==> src/rtl/zp_ptr_pkg.sv <==
package zp_ptr_pkg;

    localparam int ADDR_W   = 16;
    localparam int DATA_W   = 8;
    localparam int BANK_W   = 3;
    localparam int BANK_LSB = DATA_W - BANK_W;
    localparam int CART_BIT = 12;

    typedef enum logic [2:0] {
        OP_NONE    = 3'd0,
        OP_RAM_WR  = 3'd1,
        OP_RAM_RD  = 3'd2,
        OP_RAM_RMW = 3'd3,
        OP_ROM_RD  = 3'd4,
        OP_COPY    = 3'd5
    } ptr_op_e;

    typedef struct packed {
        ptr_op_e            op;
        logic [BANK_W-1:0]  bank;
        logic [1:0]         left;
    } arm_state_t;

    function automatic ptr_op_e op_from_low(input logic [7:0] lo);
        case (lo)
            8'hFB:   return OP_RAM_WR;
            8'hF9:   return OP_RAM_RD;
            8'hF7:   return OP_RAM_RMW;
            8'hF5:   return OP_ROM_RD;
            8'hF3:   return OP_COPY;
            default: return OP_NONE;
        endcase
    endfunction

    function automatic logic op_uses_ram(input ptr_op_e op);
        return (op == OP_RAM_WR) || (op == OP_RAM_RD) ||
               (op == OP_RAM_RMW) || (op == OP_COPY);
    endfunction

endpackage

==> src/rtl/zp_ptr_decode.sv <==
module zp_ptr_decode
    import zp_ptr_pkg::*;
(
    input  logic [ADDR_W-1:0] addr,
    input  logic [DATA_W-1:0] data,
    input  logic              rw,
    output logic              cap_valid,
    output ptr_op_e           cap_op,
    output logic [BANK_W-1:0] cap_bank,
    output logic              cart
);
    logic    zero_page;
    ptr_op_e lo_op;
    logic    unused_data_low;

    assign zero_page       = (addr[ADDR_W-1:8] == '0);
    assign lo_op           = op_from_low(addr[7:0]);
    assign cap_valid       = zero_page && rw && (lo_op != OP_NONE);
    assign cap_op          = cap_valid ? lo_op : OP_NONE;
    assign cap_bank        = data[DATA_W-1:BANK_LSB];
    assign cart            = addr[CART_BIT];
    assign unused_data_low = ^data[BANK_LSB-1:0];

    always_comb begin
        if (cap_valid) assert (!cart) else $error("assert_capture_not_cart_R8");
    end
endmodule

==> src/rtl/zp_ptr_arm.sv <==
module zp_ptr_arm
    import zp_ptr_pkg::*;
#(
    parameter int RMW_SPAN = 2
) (
    input  logic              clk,
    input  logic              rst,
    input  logic              cap_valid,
    input  ptr_op_e           cap_op,
    input  logic [BANK_W-1:0] cap_bank,
    input  logic              cart,
    output arm_state_t        st
);
    localparam logic [1:0] SPAN_RMW = 2'(RMW_SPAN);
    localparam logic [1:0] SPAN_ONE = 2'd1;

    always_ff @(posedge clk) begin
        if (rst) begin
            st.op   <= OP_NONE;
            st.bank <= '0;
            st.left <= '0;
        end else if (cap_valid) begin
            st.op   <= cap_op;
            st.bank <= cap_bank;
            st.left <= (cap_op == OP_RAM_RMW) ? SPAN_RMW : SPAN_ONE;
        end else if (cart && st.op != OP_NONE) begin
            if (st.left <= SPAN_ONE) begin
                st.op   <= OP_NONE;
                st.left <= '0;
            end else begin
                st.left <= st.left - 2'd1;
            end
        end
    end

    assert_single_use_R9: assert property (@(posedge clk) disable iff (rst)
        (st.op != OP_NONE && st.op != OP_RAM_RMW && cart && !cap_valid) |=> (st.op == OP_NONE));

    assert_no_spurious_arm_R8: assert property (@(posedge clk) disable iff (rst)
        (st.op == OP_NONE && !cap_valid) |=> (st.op == OP_NONE));

    assert_bank_hold_R7: assert property (@(posedge clk) disable iff (rst)
        (st.op != OP_NONE && !cap_valid) |=> $stable(st.bank));

    assert_rmw_span_R4: assert property (@(posedge clk) disable iff (rst)
        (st.left <= SPAN_RMW));
endmodule

==> src/rtl/zp_ptr_steer.sv <==
module zp_ptr_steer
    import zp_ptr_pkg::*;
(
    input  logic              clk,
    input  logic              rst,
    input  arm_state_t        st,
    input  logic              cart,
    input  logic              rw,
    output logic              active,
    output logic              rom_ce,
    output logic              ram_ce,
    output logic              ram_we,
    output logic [BANK_W-1:0] mem_hi
);
    logic wr_kind;

    assign active  = cart && (st.op != OP_NONE);
    assign wr_kind = (st.op == OP_RAM_WR) || (st.op == OP_RAM_RMW);
    assign rom_ce  = active && ((st.op == OP_ROM_RD) || (st.op == OP_COPY));
    assign ram_ce  = active && op_uses_ram(st.op);
    assign ram_we  = active && ((st.op == OP_COPY) || (wr_kind && !rw));
    assign mem_hi  = active ? st.bank : '0;

    assert_we_needs_ce_R2: assert property (@(posedge clk) disable iff (rst)
        ram_we |-> ram_ce);

    assert_both_chips_copy_R6: assert property (@(posedge clk) disable iff (rst)
        (rom_ce && ram_ce) |-> ram_we);

    assert_rom_read_only_R5: assert property (@(posedge clk) disable iff (rst)
        (rom_ce && !ram_ce) |-> !ram_we);

    assert_enables_need_steer_R1: assert property (@(posedge clk) disable iff (rst)
        (rom_ce || ram_ce) |-> active);
endmodule

==> src/rtl/zp_ptr_data_unit.sv <==
module zp_ptr_data_unit
    import zp_ptr_pkg::*;
#(
    parameter int RMW_SPAN = 2
) (
    input  logic              clk,
    input  logic              rst,
    input  logic [15:0]       cpu_addr,
    input  logic [7:0]        cpu_data,
    input  logic              cpu_rw,
    output logic              steer_active,
    output logic              rom_ce,
    output logic              ram_ce,
    output logic              ram_we,
    output logic [2:0]        mem_hi
);
    logic              cap_valid;
    ptr_op_e           cap_op;
    logic [BANK_W-1:0] cap_bank;
    logic              cart;
    arm_state_t        st;

    zp_ptr_decode u_decode (
        .addr      (cpu_addr),
        .data      (cpu_data),
        .rw        (cpu_rw),
        .cap_valid (cap_valid),
        .cap_op    (cap_op),
        .cap_bank  (cap_bank),
        .cart      (cart)
    );

    zp_ptr_arm #(.RMW_SPAN(RMW_SPAN)) u_arm (
        .clk       (clk),
        .rst       (rst),
        .cap_valid (cap_valid),
        .cap_op    (cap_op),
        .cap_bank  (cap_bank),
        .cart      (cart),
        .st        (st)
    );

    zp_ptr_steer u_steer (
        .clk    (clk),
        .rst    (rst),
        .st     (st),
        .cart   (cart),
        .rw     (cpu_rw),
        .active (steer_active),
        .rom_ce (rom_ce),
        .ram_ce (ram_ce),
        .ram_we (ram_we),
        .mem_hi (mem_hi)
    );

    assert_idle_after_reset_R1: assert property (@(posedge clk)
        rst |=> !steer_active);
endmodule

==> config.mk <==
export PLATFORM = sky130hd
export DESIGN_NAME = zp_ptr_data_unit
export DESIGN_NICKNAME = d
export VERILOG_FILES = /design/src/rtl/zp_ptr_pkg.sv /design/src/rtl/zp_ptr_decode.sv /design/src/rtl/zp_ptr_arm.sv /design/src/rtl/zp_ptr_steer.sv /design/src/rtl/zp_ptr_data_unit.sv
export SDC_FILE = /design/constraint.sdc
export NUM_CORES = 1
export LEC_CHECK = 0
export BUFFER_PORTS_ARGS = -buffer_cell sky130_fd_sc_hd__buf_2
export CELL_PAD_IN_SITES_DETAIL_PLACEMENT = 0
export CELL_PAD_IN_SITES_GLOBAL_PLACEMENT = 1
export CORE_MARGIN = 2
export CORE_UTILIZATION = 25
export CTS_CLUSTER_DIAMETER = 60
export CTS_CLUSTER_SIZE = 10
export DETAILED_ROUTE_END_ITERATION = 10
export PLACE_DENSITY_LB_ADDON = 0.25
export REMOVE_ABC_BUFFERS = 1
export SLEW_MARGIN = 5
export SYNTH_ARGS = -nofsm -noshare
export SYNTH_HDL_FRONTEND = slang
export SYNTH_HIERARCHICAL = 1
export SYNTH_SLANG_ARGS = --single-unit
export TNS_END_PERCENT = 50
==> constraint.sdc <==
create_clock -name clk -period 2 [get_ports clk]
set_clock_uncertainty 0.05 [all_clocks]
set_input_delay 0.6 -clock clk [delete_from_list [all_inputs] [get_ports clk]]
set_output_delay 0.6 -clock clk [all_outputs]
set_load 0.02 [all_outputs]
==> results.toml, run 1 <==
[routing]
wl_met1_um = 593
totalWireLength_um = 1221
met3_length_um = 54
wire_per_inst_um = 9.465
ant_nets = 0
wl_met2_um = 562
viasPerCell = 4.395
highest_layer = "met4"
drtPass1Iterations = 4
vias = 567
drcViolationCount = 0
drtIter0Drc = 4

[run_status]
status = "finished, final reports clean"

[synth]
ys_ff_latch = 8
synthCells = 66
syn_avg_cell_area_um2 = 8.815
yosysUniqueCellTypes = 29
syn-cell-area_um2 = 581.8
yosysTopAreaCellShare_pct = 27.53
ys_seq_area_share_pct = 27.53
synth_warnings = 6
synthTopCellsByArea = "dfxtp_1 (28%), mux2i_1 (6.9%), nand3b_1 (6.5%)"
synth_area_leader_cell = "dfxtp_1"

[place]
dp_cells = 123
place.gp.congestion = 0.6795
dpl-instance-area_um2 = 770.7
hpwlAfterDp_um = 975.4
port_buffers = 28

[global_routing]
antenna_found_initial = 0
overflow = 0
grt_pass1_vias = 522
grt_max_degree = 10
grtUsageTotal_pct = 10.29
grt_pass1_wl_um = 2076

[timing]
setup_tns_ns = 0
max-slew-margin-rel_pct = 84.45
final-setup-viol-count = 0
drv_slew = 0
fin_crit_ns = 1.962
grt_setup_unrepaired = "no"
hold_violations = 0
fmax_ghz = 0.5097
worstMarginPinSlew_ns = 0.2322
period_share_pct = 98.10

[die]
initial_core_util_pct = 26.30
rows = 17
die-height_um = 52.24
io-pin-count = 34
dieArea_mm2 = 0.002729
coreArea_mm2 = 0.002212
die_w_um = 52.24

[clocking]
cts_buffer_depth = 2
hold_buffers = 0
cts_made_buffers = 3
clk_pin_slew_ns = 0.05
root_buffer = "clkbuf_4"
cts_tree = "yes"
clkSinkCount = 8
htree_levels = 1
clk_latency_ns = 0.25

[finish]
insertedDiodeCount = 0
nets = 130
regMostFlops = "u_arm/st"
fin_cells = 129
regArea_um2 = 168.9
drive_gt1_share_pct = 50.50
reg_top3 = "u_arm/st (8)"
design_area_um2 = 827.0
multi_input_area_um2 = 382.9
largest_reg_flops = 8
nFillCells = 243
area_growth_pct = 42.15

[pwr]
pwr_density_cell_mw_per_mm2 = 390.8
p_comb_share_pct = 13.2
p_int_uw = 249.2
swShare_pct = 22.88
ir_drop_uv = 140.7
p_sw_uw = 73.95
leakage_nw = 0.3761
p_seq_share_pct = 48.5
pwr-share-clk_pct = 38.3

[critical_path]
crit_required_ns = 1.35
start_kind = "flop"
critPathKind = "reg2out"
cp_max_fo = 4
endpoint_kind = "output pin"
cp.arrival_ns = 1.31

[min_path]
hp-class = "reg2reg"

[run]
max-cap-violations = 0
[power by group through the flow]
stage          Sequential (mW)  Clock [mW]  Combinational [mW]
2_1_floorplan            0.163           0              0.0122
3_3_place_gp             0.163           0              0.0426
3_5_place_dp             0.163           0              0.0434
4_1_cts                  0.158       0.134              0.0434
5_1_grt                  0.157       0.139              0.0475
6_report                 0.157       0.124              0.0428
[what timing repair did]
| action | 4_1_cts | 5_1_grt |
|---|---|---|
| gates resized for setup | 3 | 3 |
| endpoints found under the setup margin | 4 | 4 |
| buffers inserted | 1 | 2 |
[cell usage after synthesis]
| master | count |
|---|---|
| a31oi_1 | 1 |
| and2_1 | 1 |
| mux2i_1 | 4 |
| buf_2 | 1 |
| nand3b_1 | 5 |
| and4bb_2 | 1 |
| a21oi_1 | 5 |
| nor3b_2 | 1 |
| o21ai_0 | 1 |
| o31ai_4 | 1 |
| buf_1 | 1 |
| dfxtp_1 | 8 |
| nand4b_1 | 1 |
| and3_1 | 4 |
| or3_4 | 1 |
| nand4_2 | 1 |
| or3b_1 | 1 |
| nand2b_1 | 3 |
| and4b_1 | 1 |
| nand2_1 | 7 |
| nor2_1 | 6 |
| nor3_2 | 1 |
| buf_4 | 4 |
| nor2b_1 | 1 |
| xnor2_1 | 1 |
| nand4bb_1 | 1 |
| nor4b_4 | 1 |
| nor3_1 | 1 |
| a21boi_0 | 1 |
[final timing paths]
| kind | startpoint | end | slack (ns) | cells past startpoint |
|---|---|---|---|---|
| min reg2reg | u_arm/st[4]$_SDFFE_PP0P_ | u_arm/st[4]$_SDFFE_PP0P_ | 0.44 | 2 |
| max reg2reg | u_arm/st[5]$_SDFFE_PP0P_ | u_arm/st[0]$_SDFFE_PP0P_ | 0.86 | 4 |
| min | u_arm/st[4]$_SDFFE_PP0P_ | u_arm/st[4]$_SDFFE_PP0P_ | 0.44 | 2 |
| max | u_arm/st[7]$_SDFFE_PP0P_ | mem_hi[0] | 0.04 | 3 |
[logic make-up after synthesis]
logic type | after synthesis | synth area share [%]
and+or+nand+nor | 38 | 46.24
AOI/OAI and AO/OA | 9 | 11.18
DFF | 8 | 27.53
buffers and inverters | 6 | 6.665
muxes | 4 | 6.882
xor gates and xnor gates | 1 | 1.506
[worst max-delay path: stages, from the launching register on]
cell and delay (ns):
dfxtp_4 0.34, or3_4 0.39, and3_1 0.18, buf_4 0.15
[area by class of cell]
cell class / count / share of cell area [%]
clock buffer: 3 / 2.723
multi-input combinational: 52 / 46.29
timing repair buffer: 38 / 26.32
tap: 28 / 4.236
sequential: 8 / 20.42
[per-stage QoR]
step / setup WS [ns] / utilization (%) / hold slack [ns] / total power [mW]
floorplan: -0.1564 / - / 0.4021 / 0.1751
global placement: -0.08109 / 34.84 / 0.4187 / 0.2055
detailed placement: -0.08626 / 34.84 / 0.4272 / 0.2063
CTS: 0.001707 / 36.43 / 0.4412 / 0.3351
global route: 0.0006745 / 37.39 / 0.4683 / 0.3433
finish: 0.03793 / 37.39 / 0.4367 / 0.3232
[routing by layer]
| metal | vias to the layer above | track usage [%] |
|---|---|---|
| li1 | 305 | - |
| met1 | 244 | 12.06 |
| met2 | 16 | 17.30 |
| met3 | 2 | 0.8571 |
| met4 | 0 | 7.692 |
| met5 | - | 0 |
[layout by cell type, fill, tap and decap left out, drive strengths merged, types with 3 or more instances in the layout]
master,instances
buf,38
dfxtp,8
nand2,7
nor2,6
nand3b,5
a21oi,5
mux2i,4
and3,4
clkbuf,3
nand2b,3
No activity file was read; power rests on OpenSTA's default activity.
==> run 2: changes to the inputs <==
--- a/config.mk
+++ b/config.mk
@@ -13,6 +13,7 @@
 export CTS_CLUSTER_DIAMETER = 60
 export CTS_CLUSTER_SIZE = 10
 export DETAILED_ROUTE_END_ITERATION = 10
+export GPL_ROUTABILITY_DRIVEN = 1
 export PLACE_DENSITY_LB_ADDON = 0.25
 export REMOVE_ABC_BUFFERS = 1
 export SLEW_MARGIN = 5
==> constraint.sdc (replaced) <==
create_clock -name clk -period 1.67 [get_ports clk]
set_clock_uncertainty 0.05 [all_clocks]
set_input_delay 0.501 -clock clk [delete_from_list [all_inputs] [get_ports clk]]
set_output_delay 0.501 -clock clk [all_outputs]
set_load 0.02 [all_outputs]
==> results.toml, run 2 (same netlist as run 1, synthesis figures left out) <==
[run_status]
status = "complete, but fails checks"
violations = "negative setup slack"

[routing]
totalWireLength_um = 1279
drcViolationCount = 0
vias = 589
drtPass1Iterations = 2
highest_layer = "met3"
wl_met1_um = 544
wire_per_inst_um = 9.617
viasPerCell = 4.429
wl_met2_um = 676
met3_length_um = 58
drtIter0Drc = 4
ant_nets = 0

[clocking]
clkSinkCount = 8
hold_buffers = 0
htree_levels = 1
cts_tree = "yes"
cts_made_buffers = 3
clk_pin_slew_ns = 0.05
cts_buffer_depth = 2
root_buffer = "clkbuf_4"
clk_latency_ns = 0.25

[critical_path]
r2r_end = "u_arm/st[0]$_SDFFE_PP0P_"
endpoint_kind = "output pin"
crit_end = "mem_hi[1]"
cp_max_fo = 4
start_kind = "flop"
critPathKind = "reg2out"
ff2ff_path_depth = 5
r2r-start = "u_arm/st[7]$_SDFFE_PP0P_"
critPathLaunch = "u_arm/st[7]$_SDFFE_PP0P_"
crit_required_ns = 1.12
r2r_setup_slack_ns = 0.42
cp.arrival_ns = 1.27

[timing]
grt_setup_unrepaired = "yes"
period_share_pct = 109.0
setup_tns_ns = -0.6069
worstMarginPinSlew_ns = 0.2539
max-slew-margin-rel_pct = 83.00
fin_crit_ns = 1.820
final-setup-viol-count = 7
drv_slew = 0
hold_violations = 0
setup_ws_ns = -0.1500
fmax_ghz = 0.5494

[die]
initial_core_util_pct = 26.30
die_w_um = 52.24
die-height_um = 52.24
io-pin-count = 34
coreArea_mm2 = 0.002212
rows = 17
dieArea_mm2 = 0.002729

[pwr]
ir_drop_uv = 198.4
leakage_nw = 0.3912
pwr_density_cell_mw_per_mm2 = 429.0

[finish]
nets = 134
insertedDiodeCount = 0
design_area_um2 = 907.1
drive_gt1_share_pct = 54.29
mostFrequentLayoutCells = "buf_2 (22), buf_4 (13), buf_6 (7), nand2_1 (7), dfxtp_1 (7)"
regMostFlops = "u_arm/st"
layout_commonest_cell = "buf_2"
largest_reg_flops = 8
reg_top3 = "u_arm/st (8)"
area_growth_pct = 55.91

[global_routing]
grt_pass1_wl_um = 2290
grt_pass1_vias = 585
antenna_found_initial = 0
overflow = 0
grt_max_degree = 13
grtUsageTotal_pct = 11.19

[place]
dpl-instance-area_um2 = 808.3
hpwlAfterDp_um = 1012
place.gp.congestion = 0.6658
port_buffers = 28

[run]
max-cap-violations = 0

[min_path]
hp-class = "in2reg"
[run 2: changes by cell type in the layout (fill, tap and decap cells not counted)]
cell | previous run | this run
buf_6 | 0 | 7
buf_2 | 27 | 22
and3_1 | 4 | 1
and3_4 | 0 | 3
buf_4 | 11 | 13
dfxtp_1 | 5 | 7
dfxtp_4 | 2 | 0
a21boi_0 | 1 | 0
a21boi_1 | 0 | 1
a21oi_1 | 5 | 4
a21oi_2 | 0 | 1
[run 2: area by class of cell]
type                            count  area, um2
Fill cell                         230       1305
Timing Repair Buffer               42      286.5
Tap cell                           28      35.03
Clock buffer                        3      22.52
Multi-Input combinational cell     52      401.6
Sequential cell                     8      161.4
[run 2: repair_timing]
action / CTS / global route
gates cloned: 0 / 1
endpoints found under the setup margin: 10 / 15
pin swaps: 7 / 5
setup buffers: 1 / 0
gates resized for setup: 18 / 2
[run 2: routing by layer]
| metal | GRT usage, % | up-vias |
|---|---|---|
| met3 | 1.714 | 0 |
| met5 | 0 | - |
| li1 | - | 318 |
| met4 | 6.410 | 0 |
| met2 | 20.25 | 14 |
| met1 | 12.26 | 257 |
[run 2: worst min path at each step]
stage	from	to	slack, ns	cells past startpoint
floorplan	u_arm/st[2]$_SDFFE_PP0P_	u_arm/st[2]$_SDFFE_PP0P_	0.40	2
global placement	u_arm/st[4]$_SDFFE_PP0P_	u_arm/st[4]$_SDFFE_PP0P_	0.42	2
detailed placement	u_arm/st[3]$_SDFFE_PP0P_	u_arm/st[3]$_SDFFE_PP0P_	0.43	2
CTS	cpu_data[7]	u_arm/st[4]$_SDFFE_PP0P_	0.44	3
global route	cpu_data[5]	u_arm/st[2]$_SDFFE_PP0P_	0.46	3
finish	cpu_data[7]	u_arm/st[4]$_SDFFE_PP0P_	0.44	3
[run 2: through the flow]
step	hold WS [ns]	cells	utilization (%)	power [mW]	setup WS (ns)
after floorplan	0.4021	60	-	0.2097	-0.3874
after global placement	0.4167	128	36.54	0.2512	-0.3155
after detailed placement	0.4283	128	36.54	0.2526	-0.3544
after CTS	0.4392	132	40.50	0.3969	-0.1404
after global routing	0.4565	133	41.01	0.4111	-0.1830
final	0.4432	133	41.01	0.3891	-0.1500
[run 2: power by group]
group | leakage (nW) | switching [mW] | total (mW) | internal (mW)
Sequential | 0.0649 | 0.00000252 | 0.191 | 0.191
Combinational | 0.312 | 0.0244 | 0.0575 | 0.0331
Clock | 0.0138 | 0.0588 | 0.141 | 0.0818
Total | 0.391 | 0.0831 | 0.389 | 0.306
[run 2: critical path: stages (launching register included)]
cell and delay, ns:
dfxtp_2 0.32, or3_4 0.40, and3_4 0.18, buf_6 0.12
==> run 3: changes to the inputs <==
--- a/config.mk
+++ b/config.mk
@@ -14,8 +14,7 @@
 export CTS_CLUSTER_SIZE = 10
 export DETAILED_ROUTE_END_ITERATION = 10
 export GPL_ROUTABILITY_DRIVEN = 1
-export PLACE_DENSITY_LB_ADDON = 0.25
-export REMOVE_ABC_BUFFERS = 1
+export PLACE_DENSITY = 0.67
 export SLEW_MARGIN = 5
 export SYNTH_ARGS = -nofsm -noshare
 export SYNTH_HDL_FRONTEND = slang
==> constraint.sdc (replaced) <==
create_clock -name clk -period 1.7 [get_ports clk]
set_clock_uncertainty 0.05 [all_clocks]
set_input_delay 0.51 -clock clk [delete_from_list [all_inputs] [get_ports clk]]
set_output_delay 0.51 -clock clk [all_outputs]
set_load 0.02 [all_outputs]
==> results.toml, run 3 (same netlist as run 1, synthesis figures left out) <==
[finish]
reg_top3 = "u_arm/st (8)"
mostFrequentLayoutCells = "buf_2 (21), buf_4 (12), buf_6 (8), nand2_1 (7)"
regArea_um2 = 162.7
regMostFlops = "u_arm/st"
insertedDiodeCount = 0
nets = 133
area_growth_pct = 58.28
largest_reg_flops = 8
drive_gt1_share_pct = 54.81
multi_input_area_um2 = 415.4
nFillCells = 220
layout_commonest_cell = "buf_2"
design_area_um2 = 920.9

[die]
die_w_um = 52.24
dieArea_mm2 = 0.002729
coreArea_mm2 = 0.002212
die-height_um = 52.24
initial_core_util_pct = 26.30
io-pin-count = 34
rows = 17

[global_routing]
grt_pass1_vias = 531
antenna_found_initial = 0
grt_pass1_wl_um = 2083
grtUsageTotal_pct = 10.29
overflow = 0
grt_max_degree = 10

[critical_path]
path_cells = "or3_4 > and3_4 > buf_6"
critPathKind = "reg2out"
crit_required_ns = 1.14
endpoint_kind = "output pin"
cp_max_fo = 4
start_kind = "flop"
slowest_stage = "or3_4"
critPathMaxStageDelay_ns = 0.40
cp.arrival_ns = 1.25

[clocking]
clkSinkCount = 8
root_buffer = "clkbuf_4"
clk_pin_slew_ns = 0.05
clk_latency_ns = 0.24
cts_made_buffers = 3
cts_tree = "yes"
htree_levels = 1
cts_buffer_depth = 2

[timing]
period_share_pct = 106.6
fin_crit_ns = 1.813
hold_violations = 0
setup_ws_ns = -0.1129
fmax_ghz = 0.5516
drv_slew = 0
max-slew-margin-rel_pct = 77.20
final-setup-viol-count = 6
grt_setup_unrepaired = "yes"
worstMarginPinSlew_ns = 0.3395

[routing]
ant_nets = 0
drtIter0Drc = 5
drcViolationCount = 0
vias = 592
wire_per_inst_um = 9.265
totalWireLength_um = 1223
viasPerCell = 4.485
drtPass1Iterations = 4

[pwr]
ir_drop_uv = 487.8
pwr_density_cell_mw_per_mm2 = 415.7
leakage_nw = 0.3918

[min_path]
hp-class = "reg2reg"

[synth]
synth_nets = 93

[run]
max-cap-violations = 0

[place]
dpl-instance-area_um2 = 830.8
port_buffers = 28
place.gp.congestion = 0.7392
place_ws_ns = -0.2498
hpwlAfterDp_um = 1049

[run_status]
violations = "negative setup slack"
status = "complete, but fails checks"
-- run 3: worst paths after layout --
kind                                               start                        to  slack (ns)  cells past startpoint
worst max-delay path            u_arm/st[5]$_SDFFE_PP0P_                 mem_hi[1]       -0.11                      3
worst min-delay path            u_arm/st[3]$_SDFFE_PP0P_  u_arm/st[3]$_SDFFE_PP0P_        0.44                      2
worst max register to register  u_arm/st[5]$_SDFFE_PP0P_  u_arm/st[0]$_SDFFE_PP0P_        0.54                      4
worst min register to register  u_arm/st[3]$_SDFFE_PP0P_  u_arm/st[3]$_SDFFE_PP0P_        0.44                      2
-- run 3: what timing repair did --
item,4_1_cts,5_1_grt
pin swaps,6,1
hold buffers,0,0
buffers inserted,0,0
gates resized for setup,17,5
endpoints found under the setup margin,6,11
-- run 3: layout make-up --
| class | instances | share of cell area (%) |
|---|---|---|
| sequential | 8 | 17.66 |
| tap | 28 | 3.804 |
| clock buffer | 3 | 2.446 |
| timing repair buffer | 41 | 30.98 |
| multi-input combinational | 52 | 45.11 |
-- run 3: layer usage --
| layer | vias to the layer above | global-route usage (%) | wire length (um) |
|---|---|---|---|
| met5 | - | 0 | 0 |
| met4 | 0 | 2.564 | 0 |
| met3 | 0 | 4.286 | 62 |
| met2 | 14 | 16.46 | 585 |
| met1 | 265 | 12.76 | 575 |
| li1 | 313 | - | - |
-- run 3: critical path: cells and delay by family, from the launching register on --
family,cells,cell delay (ns)
buf+inv,1,0.12
flops,1,0.31
simple gates,2,0.58
-- run 3: power breakdown --
part	internal (mW)	leakage [nW]	switching, mW
sequential	0.188	0.0654	0.00000257
combinational	0.0351	0.313	0.0254
clock	0.0801	0.0138	0.0542
total	0.303	0.392	0.0796
-- run 3: metrics by stage --
step	utilization, %	power (mW)	std cells	hold slack (ns)	setup TNS [ns]
CTS	40.95	0.3922	132	0.4481	-0.5013
global route	41.63	0.4136	132	0.4429	-0.8810
detailed placement	37.56	0.2518	129	0.4302	-1.626
finish	41.63	0.3828	132	0.4436	-0.4048
floorplan	-	0.2189	66	0.4021	-0.1464
global placement	37.56	0.2498	129	0.4195	-1.417
